<file path="config.mk">
export PLATFORM = sky130hd
export DESIGN_NAME = irq_status_agg
export DESIGN_NICKNAME = d
export VERILOG_FILES = /design/src/rtl/irq_agg_pkg.sv /design/src/rtl/irq_flag_bank.sv /design/src/rtl/irq_cfg_regs.sv /design/src/rtl/irq_pin_gen.sv /design/src/rtl/irq_status_agg.sv
export SDC_FILE = /design/constraint.sdc
export NUM_CORES = 1
export LEC_CHECK = 0
export CORE_ASPECT_RATIO = 1.4
export CORE_MARGIN = 1
export CORE_UTILIZATION = 30
export CTS_CLUSTER_SIZE = 12
export DETAILED_ROUTE_END_ITERATION = 12
export PLACE_DENSITY = 0.62
export SYNTH_ARGS = -nofsm -noshare
export SYNTH_HDL_FRONTEND = slang
export SYNTH_SLANG_ARGS = --single-unit
</file>
<file path="constraint.sdc">
create_clock -name clk -period 1.47 [get_ports clk]
set_input_delay 0.294 -clock clk [delete_from_list [all_inputs] [get_ports clk]]
set_output_delay 0.294 -clock clk [all_outputs]
set_load 0.05 [all_outputs]
</file>
<file path="src/rtl/irq_agg_pkg.sv">
package irq_agg_pkg;
  localparam int REG_AW = 2;

  typedef enum logic [REG_AW-1:0] {
    REG_STATUS = 2'd0,
    REG_MASK   = 2'd1,
    REG_ENABLE = 2'd2,
    REG_CTRL   = 2'd3
  } reg_sel_e;

  localparam int CTRL_GIE_BIT   = 0;
  localparam int CTRL_SWRST_BIT = 1;
endpackage

</file>
<file path="src/rtl/irq_flag_bank.sv">
module irq_flag_bank #(
  parameter int N_FLAGS = 16
) (
  input  logic               clk,
  input  logic               rst_n,
  input  logic [N_FLAGS-1:0] evt_i,
  input  logic [N_FLAGS-1:0] clr_i,
  input  logic               sw_rst_i,
  output logic [N_FLAGS-1:0] flags_o,
  output logic [N_FLAGS-1:0] clr_blocked_o
);
  // next value of one sticky bit: a set beats a clear
  function automatic logic sticky_next(input logic cur, input logic set, input logic clr);
    return set | (cur & ~clr);
  endfunction

  // clears that lose against an event in the same cycle
  assign clr_blocked_o = clr_i & evt_i;

  for (genvar i = 0; i < N_FLAGS; i++) begin : g_flag
    always_ff @(posedge clk or negedge rst_n) begin
      if (!rst_n)        flags_o[i] <= 1'b0;
      else if (sw_rst_i) flags_o[i] <= 1'b0;
      else               flags_o[i] <= sticky_next(flags_o[i], evt_i[i], clr_i[i]);
    end
  end


  flag_set_chk: assert property (@(posedge clk) disable iff (!rst_n)
    !sw_rst_i |=> ((flags_o & $past(evt_i)) == $past(evt_i)));

  flag_rise_chk: assert property (@(posedge clk) disable iff (!rst_n)
    1'b1 |=> ((flags_o & ~$past(flags_o) & ~$past(evt_i)) == '0));

  w1c_chk: assert property (@(posedge clk) disable iff (!rst_n)
    !sw_rst_i |=> ((flags_o & $past(clr_i & ~evt_i)) == '0));

  collide_chk: assert property (@(posedge clk) disable iff (!rst_n)
    ((|clr_blocked_o) && !sw_rst_i) |=> ((flags_o & $past(clr_blocked_o)) == $past(clr_blocked_o)));

  swrst_flags_chk: assert property (@(posedge clk) disable iff (!rst_n)
    sw_rst_i |=> (flags_o == '0));
endmodule

</file>
<file path="src/rtl/irq_cfg_regs.sv">
module irq_cfg_regs
  import irq_agg_pkg::*;
#(
  parameter int                 N_FLAGS     = 16,
  parameter int                 DATA_W      = 16,
  parameter logic [N_FLAGS-1:0] GATED_FLAGS = 16'hF000
) (
  input  logic               clk,
  input  logic               rst_n,
  input  logic               wr_mask_i,
  input  logic               wr_en_i,
  input  logic               wr_ctrl_i,
  input  logic [DATA_W-1:0]  wdata_i,
  output logic [N_FLAGS-1:0] mask_o,
  output logic [N_FLAGS-1:0] en_o,
  output logic               gie_o,
  output logic               sw_rst_o
);
  // soft reset is a strobe, never stored
  assign sw_rst_o = wr_ctrl_i & wdata_i[CTRL_SWRST_BIT];

  always_ff @(posedge clk or negedge rst_n) begin
    if (!rst_n)         mask_o <= '0;
    else if (sw_rst_o)  mask_o <= '0;
    else if (wr_mask_i) mask_o <= wdata_i[N_FLAGS-1:0];
  end

  always_ff @(posedge clk or negedge rst_n) begin
    if (!rst_n)         gie_o <= 1'b0;
    else if (sw_rst_o)  gie_o <= 1'b0;
    else if (wr_ctrl_i) gie_o <= wdata_i[CTRL_GIE_BIT];
  end

  for (genvar i = 0; i < N_FLAGS; i++) begin : g_en
    if (GATED_FLAGS[i]) begin : g_store
      always_ff @(posedge clk or negedge rst_n) begin
        if (!rst_n)        en_o[i] <= 1'b0;
        else if (sw_rst_o) en_o[i] <= 1'b0;
        else if (wr_en_i)  en_o[i] <= wdata_i[i];
      end
    end else begin : g_none
      assign en_o[i] = 1'b0;
    end
  end


  mask_wr_chk: assert property (@(posedge clk) disable iff (!rst_n)
    (wr_mask_i && !sw_rst_o) |=> (mask_o == $past(wdata_i[N_FLAGS-1:0])));

  swrst_cfg_chk: assert property (@(posedge clk) disable iff (!rst_n)
    sw_rst_o |=> (mask_o == '0 && en_o == '0 && !gie_o));
endmodule

</file>
<file path="src/rtl/irq_pin_gen.sv">
module irq_pin_gen #(
  parameter int                 N_FLAGS     = 16,
  parameter logic [N_FLAGS-1:0] GATED_FLAGS = 16'hF000
) (
  input  logic               clk,
  input  logic               rst_n,
  input  logic [N_FLAGS-1:0] flags_i,
  input  logic [N_FLAGS-1:0] mask_i,
  input  logic [N_FLAGS-1:0] en_i,
  input  logic               gie_i,
  output logic               summary_o,
  output logic [N_FLAGS-1:0] pin_src_o,
  output logic               irq_n_o
);
  function automatic logic [N_FLAGS-1:0] unmasked(input logic [N_FLAGS-1:0] f, input logic [N_FLAGS-1:0] m);
    return f & ~m;
  endfunction

  function automatic logic [N_FLAGS-1:0] pin_sources(input logic [N_FLAGS-1:0] f,
      input logic [N_FLAGS-1:0] m, input logic [N_FLAGS-1:0] e);
    return unmasked(f, m) & (~GATED_FLAGS | e);
  endfunction

  assign summary_o = |unmasked(flags_i, mask_i);
  assign pin_src_o = pin_sources(flags_i, mask_i, en_i);

  always_ff @(posedge clk or negedge rst_n) begin
    if (!rst_n) irq_n_o <= 1'b1;
    else        irq_n_o <= ~(gie_i & (|pin_src_o));
  end


  pin_low_chk: assert property (@(posedge clk) disable iff (!rst_n)
    !irq_n_o |-> $past(gie_i && summary_o));

  gated_off_chk: assert property (@(posedge clk) disable iff (!rst_n)
    (((flags_i & ~mask_i & ~GATED_FLAGS) == '0) && ((flags_i & ~mask_i & en_i) == '0)) |=> irq_n_o);
endmodule

</file>
<file path="src/rtl/irq_status_agg.sv">
module irq_status_agg
  import irq_agg_pkg::*;
#(
  parameter int                 N_FLAGS     = 16,
  parameter int                 DATA_W      = 16,
  parameter logic [N_FLAGS-1:0] GATED_FLAGS = 16'hF000
) (
  input  logic               clk,
  input  logic               rst_n,
  input  logic [N_FLAGS-1:0] evt_i,
  input  logic [REG_AW-1:0]  reg_addr_i,
  input  logic               reg_wr_i,
  input  logic [DATA_W-1:0]  reg_wdata_i,
  output logic [DATA_W-1:0]  reg_rdata_o,
  output logic               irq_summary_o,
  output logic               irq_n_o
);
  localparam int SUM_BIT = DATA_W - 1;

  logic               wr_status, wr_mask, wr_en, wr_ctrl;
  logic [N_FLAGS-1:0] clr_req, flags, mask, en, clr_blocked, pin_src;
  logic               gie, sw_rst;

  assign wr_status = reg_wr_i && (reg_addr_i == REG_STATUS);
  assign wr_mask   = reg_wr_i && (reg_addr_i == REG_MASK);
  assign wr_en     = reg_wr_i && (reg_addr_i == REG_ENABLE);
  assign wr_ctrl   = reg_wr_i && (reg_addr_i == REG_CTRL);
  assign clr_req   = wr_status ? reg_wdata_i[N_FLAGS-1:0] : '0;

  irq_flag_bank #(.N_FLAGS(N_FLAGS)) u_flags (
    .clk(clk), .rst_n(rst_n), .evt_i(evt_i), .clr_i(clr_req), .sw_rst_i(sw_rst),
    .flags_o(flags), .clr_blocked_o(clr_blocked)
  );

  irq_cfg_regs #(.N_FLAGS(N_FLAGS), .DATA_W(DATA_W), .GATED_FLAGS(GATED_FLAGS)) u_cfg (
    .clk(clk), .rst_n(rst_n), .wr_mask_i(wr_mask), .wr_en_i(wr_en), .wr_ctrl_i(wr_ctrl),
    .wdata_i(reg_wdata_i), .mask_o(mask), .en_o(en), .gie_o(gie), .sw_rst_o(sw_rst)
  );

  irq_pin_gen #(.N_FLAGS(N_FLAGS), .GATED_FLAGS(GATED_FLAGS)) u_pin (
    .clk(clk), .rst_n(rst_n), .flags_i(flags), .mask_i(mask), .en_i(en), .gie_i(gie),
    .summary_o(irq_summary_o), .pin_src_o(pin_src), .irq_n_o(irq_n_o)
  );

  always_comb begin
    reg_rdata_o = '0;
    case (reg_sel_e'(reg_addr_i))
      REG_STATUS: reg_rdata_o[N_FLAGS-1:0] = flags;
      REG_MASK:   reg_rdata_o[N_FLAGS-1:0] = mask;
      REG_ENABLE: reg_rdata_o[N_FLAGS-1:0] = en;
      REG_CTRL: begin
        reg_rdata_o[CTRL_GIE_BIT] = gie;
        reg_rdata_o[SUM_BIT]      = irq_summary_o;
      end
      default: reg_rdata_o = '0;
    endcase
  end


  summary_fall_chk: assert property (@(posedge clk) disable iff (!rst_n)
    $fell(irq_summary_o) |-> $past(reg_wr_i && (reg_addr_i != REG_ENABLE)));

  blocked_pin_chk: assert property (@(posedge clk) disable iff (!rst_n)
    ((|(clr_blocked & ~mask)) && !sw_rst) |=> irq_summary_o);
endmodule

</file>
# Yosys cells after proc, flatten, opt, wreduce, memory -nomap -nowiden
# Cells that the tools add are included.
# classes
mux	32
div_mod_pow	0
eq_ne	3
magnitude_cmp	0
shifts	0
add_sub_neg	0
bitwise_logic	54
reduce_logical	10
multipliers	0
# ops
op	n
two-way mux 16 bit	3
one-hot mux 14 bit (3 select lines)	1
AND 16 bit	2
OR reduction 16 bit	2
two-way mux 1 bit	26
AND 1 bit	18
inverter 1 bit	17
inverter 16 bit	1
bitwise OR 1 bit	16
one-hot mux 1 bit (4 select lines)	2
nonzero test 2 bit	3
equality test 2 bit (second input constant)	2
logical AND 1 bit	4
equality test 2 x 1 -> 1 bit (second input constant)	1
logical NOT 2 bit	1
# totals
output_inout_bits	18
latchBits	0
in_bits	37
romBits	0
ramBits	0
n_memories	0
register_bits	38
word_cells	122

# Longest topological paths before layout
# Gate-level depths: netlist (run 1).
# logic_depth
word_depth	7
mapped_depth	6

# Cells and area by module
# From an unflattened synthesis (run 1), not the netlist that was laid out.
# unflattened
hier_cells	253
hier_area_um2	2511.2
# modules_own_cells
mod	seq_area_each_um2	n_inst	cells_per_inst	area_per_inst_um2
irq_cfg_regs	525.5	1	83	969.7
irq_flag_bank	400.4	1	82	809.5
irq_status_agg	0.0	1	59	514.2
irq_pin_gen	26.3	1	29	217.7

# Worst setup path before layout (run 1)
# No wires, ideal clock.
# synth_timing
path_kind	input-to-output
from	input port reg_addr_i[0]
to	output port reg_rdata_o[0]
stages	4
setup_slack_ns	-0.662
arrival_time_ns	1.838
t_required_ns	1.176
cell_sequence	buf_2 -> buf_2 -> mux2i_1 -> o21ai_0
# synth_via
elab_chain_len	2
word_cells_on_any_way	5
cone_classes	3 x eq/ne; 1 x mux; 1 x reduce/logical
# synth_rtl
item	line	rtl
from (decl)	irq_status_agg.sv:11	input logic [REG_AW-1:0] reg_addr_i,
equality test 2 bit (tied with other cells)	irq_status_agg.sv:47	case (reg_sel_e'(reg_addr_i))
one-hot mux 1 bit (4 select lines) *	irq_status_agg.sv:47	
to (decl)	irq_status_agg.sv:14	output logic [DATA_W-1:0] reg_rdata_o,
# Mark *: on every way between the ends. The rest lies on a longest branch, timed or not.

# Worst setup path after layout (run 1)
# layout_timing
from	register u_flags.flags_o[10]
to	output port reg_rdata_o[15]
# layout_via
elab_chain_len	3
# layout_rtl
item	line	rtl
from (decl)	irq_flag_bank.sv:9	output logic [N_FLAGS-1:0] flags_o,
from (signal, indexed assignment)	irq_flag_bank.sv:24	else flags_o[i] <= sticky_next(flags_o[i], evt_i[i], clr_i[i]);
AND 16 bit	irq_pin_gen.sv:16	return f & ~m;
OR reduction 16 bit	irq_pin_gen.sv:24	assign summary_o = |unmasked(flags_i, mask_i);
one-hot mux 1 bit (4 select lines)	irq_status_agg.sv:47	
# No other way between the ends.

==> flow_summary.yaml, run 1 <==
status:
  outcome: "finished with violations"
  violations: "negative setup slack"
cells_and_area:
  finalNetCount: 373
  design_area_sq_um: 3631
  area_growth_pct: 87.47
  share_of_layout_cells_above_drive_strength_1_pct: 37.98
  leading_cell_type_in_the_layout_fill_and_taps_excluded: "sky130_fd_sc_hd__nand2_1"
  final.fill_count: 535
  insertedDiodeCount: 0
  layout_common_cells: "sky130_fd_sc_hd__nand2_1 (50), sky130_fd_sc_hd__buf_4 (38), sky130_fd_sc_hd__dfrtp_1 (37), sky130_fd_sc_hd__clkdlybuf4s50_1 (33), sky130_fd_sc_hd__a21oi_1 (31)"
timing:
  worst_slack_ns: -0.7684
  finalWorstPathRequiredPeriod_ns: 2.238
  finalCritPeriodShare_pct: 152.3
  final-max-slew-violation-count: 0
  max_slew.worst_pin.slew_ns: 0.4893
  totalNegativeSetupSlack_ns: -1.876
  final_hold_viol_count: 0
  max-slew-margin-rel_pct: 67.38
  finalSetupViolCount: 17
  clock-skew-final_ns: 0.002243
  fmax_mhz: 446.8
  rsz0062_at_grt: "yes"
yosys:
  ys_warn_count: 0
  synth_async_sr_flop_share_pct: 100.0
  synth_area_per_cell_sq_um: 8.570
  number_of_storage_elements_in_the_synthesis_netlist: 38
  portion_of_the_post_synthesis_area_used_by_sequential_elements_pct: 49.16
  synthDistinctLibCells: 27
  synth.net_count: 263
  synth.cell_area_sq_um: 1937
  synth_ff_type: "sky130_fd_sc_hd__dfrtp_1"
  postSynthCellCount: 226
  synth-edff-count: 0
critical_path:
  cp_data_required_time_ns: 1.18
  critical_path.startpoint_type: "register"
  critical_path_depth: 6
  path_buf_inv: 2
  timing.setup.critical_path_class: "reg2out"
  worst_r2r_path_depth: 8
  timing.critical_path.to_type: "output pin"
  cp_data_arrival_time_ns: 1.94
  worst_path_maximum_fanout: 2
  slowest_stage: "sky130_fd_sc_hd__mux4_2"
  critical_path.cell_chain: "inv_1 > o22ai_1 > a221oi_2 > nand3_2 > mux4_2 > buf_12"
  critical-path-max-stage-delay_ns: 0.53
  cpLargestDelayFamily: "multiplexers"
routing:
  drc: 0
  wl_per_cell_microns: 15.18
  drt-total-wl_mm: 6.210
  drt_iter0_drc: 93
  antenna_violating_nets_remaining: 0
  num_vias: 2004
  drt_pre_antenna_iters: 4
  via_per_inst: 4.900
placement:
  detailed_placement_wirelength_estimate_mm: 4.276
  count_of_buffers_from_port_buffering: 54
  post_dp_cell_area_sq_um: 3206
  gp_congestion: 0.8134
global_routing:
  initial_antenna_violation_count: 0
  grt_use_total_pct: 19.12
  grt_max_degree: 25
  grt_overflow: 0
  first_global_vias: 2073
  first_pass_grt_wire_length_mm: 10.08
die:
  design.portCount: 55
  initial_core_util_pct: 31.18
  chipWidth_microns: 69.91
  core-area_sq_um: 6211
  num_rows: 34
  fp.dieArea_sq_um: 6786
  die_y_microns: 97.07
clock_tree:
  cts_num_sinks: 38
  tritoncts.num_buffers: 5
  htreeDepth: 2
  clk_transition_reported_paths_ns: 0.07
  cts_tree: "yes"
  clkLatencyLatePin_ns: 0.29
  cts_root_buffer: "sky130_fd_sc_hd__clkbuf_8"
  buffers_from_clock_root_to_sink_at_most: 2
pwr:
  power.net_switching_mw: 1.078
  power.density_cell_area_nw_per_um2: 918.5
  clock_group_share_of_total_power_pct: 22.4
  comb_power_share_pct: 40.0
  power.leakage_nw: 1.572
  power.sequential.fraction_pct: 37.5
  netSwitchingFraction_pct: 32.33
  ir_drop_v: 0.0006526
  internal-power_mw: 2.257
  total_power_mw: 3.335
worst_hold_path:
  timing.hold.worst.class: "reg2reg"
  worst_hold_path.num_cells: 1
job:
  cap_viol_max_count: 0
-- worst reg2reg max path: cells and delay by family, from the launching register on --
kind                   cells  cell delay, ns
buffers and inverters      4            0.43
and+or+nand+nor            1            0.04
AOI/OAI and AO/OA          3            0.49
DFF                        1            0.38
-- repair_timing --
action                     4_1_cts  5_1_grt
hold buffers                     1        0
cloned                           2        0
hold endpoints to repair        19        0
pin swaps                        5        6
setup endpoints to repair       17       17
buffers inserted                 4        9
gates resized for setup         46       11
-- synthesized netlist by cell type, drive strengths merged, types with 4 or more instances --
cell type,count,share of area [%]
nor2,33,6.4
dfrtp,37,48
clkbuf,7,1.4
nor2b,4,1.3
a22o,4,1.8
nand2,51,9.9
inv,10,1.9
a21oi,31,8.0
mux2i,15,7.8
buf,5,1.3
o22ai,4,1.3
o21ai,6,1.6
-- path summary, 6_finish.rpt --
check	startpoint	end	slack [ns]
worst max-delay path	u_flags.flags_o[10]	reg_rdata_o[15]	-0.77
worst min-delay path	u_cfg.gie_o	u_pin.irq_n_o	0.48
worst max register to register	u_flags.flags_o[10]	u_pin.irq_n_o	0.07
worst min register to register	u_cfg.gie_o	u_pin.irq_n_o	0.48
max in group asynchronous	rst_n	u_cfg.mask_o[9]	0.45
min in group asynchronous	rst_n	u_cfg.en_o[12]	0.50
-- cell families after synthesis --
logic type             share of synthesized area, %
and+or+nand+nor                               22.61
DFF                                           49.16
buffers and inverters                         4.587
AOI/OAI and AO/OA                             14.73
muxes                                         8.914
-- layer usage --
layer / track usage, % / wire (microns) / vias up
met5: 0 / 0 / -
met4: 6.923 / 177 / 0
met3: 3.216 / 222 / 14
met2: 35.72 / 3438 / 50
met1: 21.27 / 2372 / 963
li1: - / - / 977
-- sequential cells by signal, summed over array words and instances, names as in the netlist --
signal,count
u_cfg.mask_o,16
u_pin.irq_n_o,1
u_cfg.gie_o,1
u_flags.flags_o,16
u_cfg.en_o,4
-- power groups by stage --
stage          logic, mW  clock network [mW]  registers (mW)
2_1_floorplan      0.538                   0            1.27
3_3_place_gp        1.14                   0            1.26
3_5_place_dp        1.15                   0            1.26
4_1_cts             1.30               0.767            1.25
6_report            1.33               0.749            1.25
5_1_grt             1.41               0.813            1.27
-- through the flow --
stage	std cells	setup slack, ns	hold WS (ns)	utilization [%]
2_1_floorplan	226	-0.6235	-0.001591	-
3_3_place_gp	390	-0.4430	0.2938	51.61
3_5_place_dp	390	-0.4836	0.2918	51.61
4_1_cts	402	-0.7554	0.5111	57.25
5_1_grt	409	-0.8401	0.5042	58.46
6_report	409	-0.7684	0.4776	58.46
-- cell type report --
cell class	count	area, sq um	area share, %
Inverter	10	37.54	1.034
Multi-Input combinational cell	166	1164	32.05
Tap cell	72	90.09	2.481
Clock inverter	1	5.005	0.1378
Clock buffer	7	86.33	2.378
Sequential cell	38	952.2	26.22
Timing Repair Buffer	115	1296	35.70
No activity file was read; power rests on OpenSTA's default activity.
==> run 2, diff against run 1 <==
--- a/config.mk
+++ b/config.mk
@@ -5,10 +5,10 @@
 export SDC_FILE = /design/constraint.sdc
 export NUM_CORES = 1
 export LEC_CHECK = 0
+export CAP_MARGIN = 10
 export CORE_ASPECT_RATIO = 1.4
 export CORE_MARGIN = 1
 export CORE_UTILIZATION = 30
-export CTS_CLUSTER_SIZE = 12
 export DETAILED_ROUTE_END_ITERATION = 12
 export PLACE_DENSITY = 0.62
 export SYNTH_ARGS = -nofsm -noshare
==> results of run 2 <==
The final DEF is identical to that of run 1; final timing and power are the same.
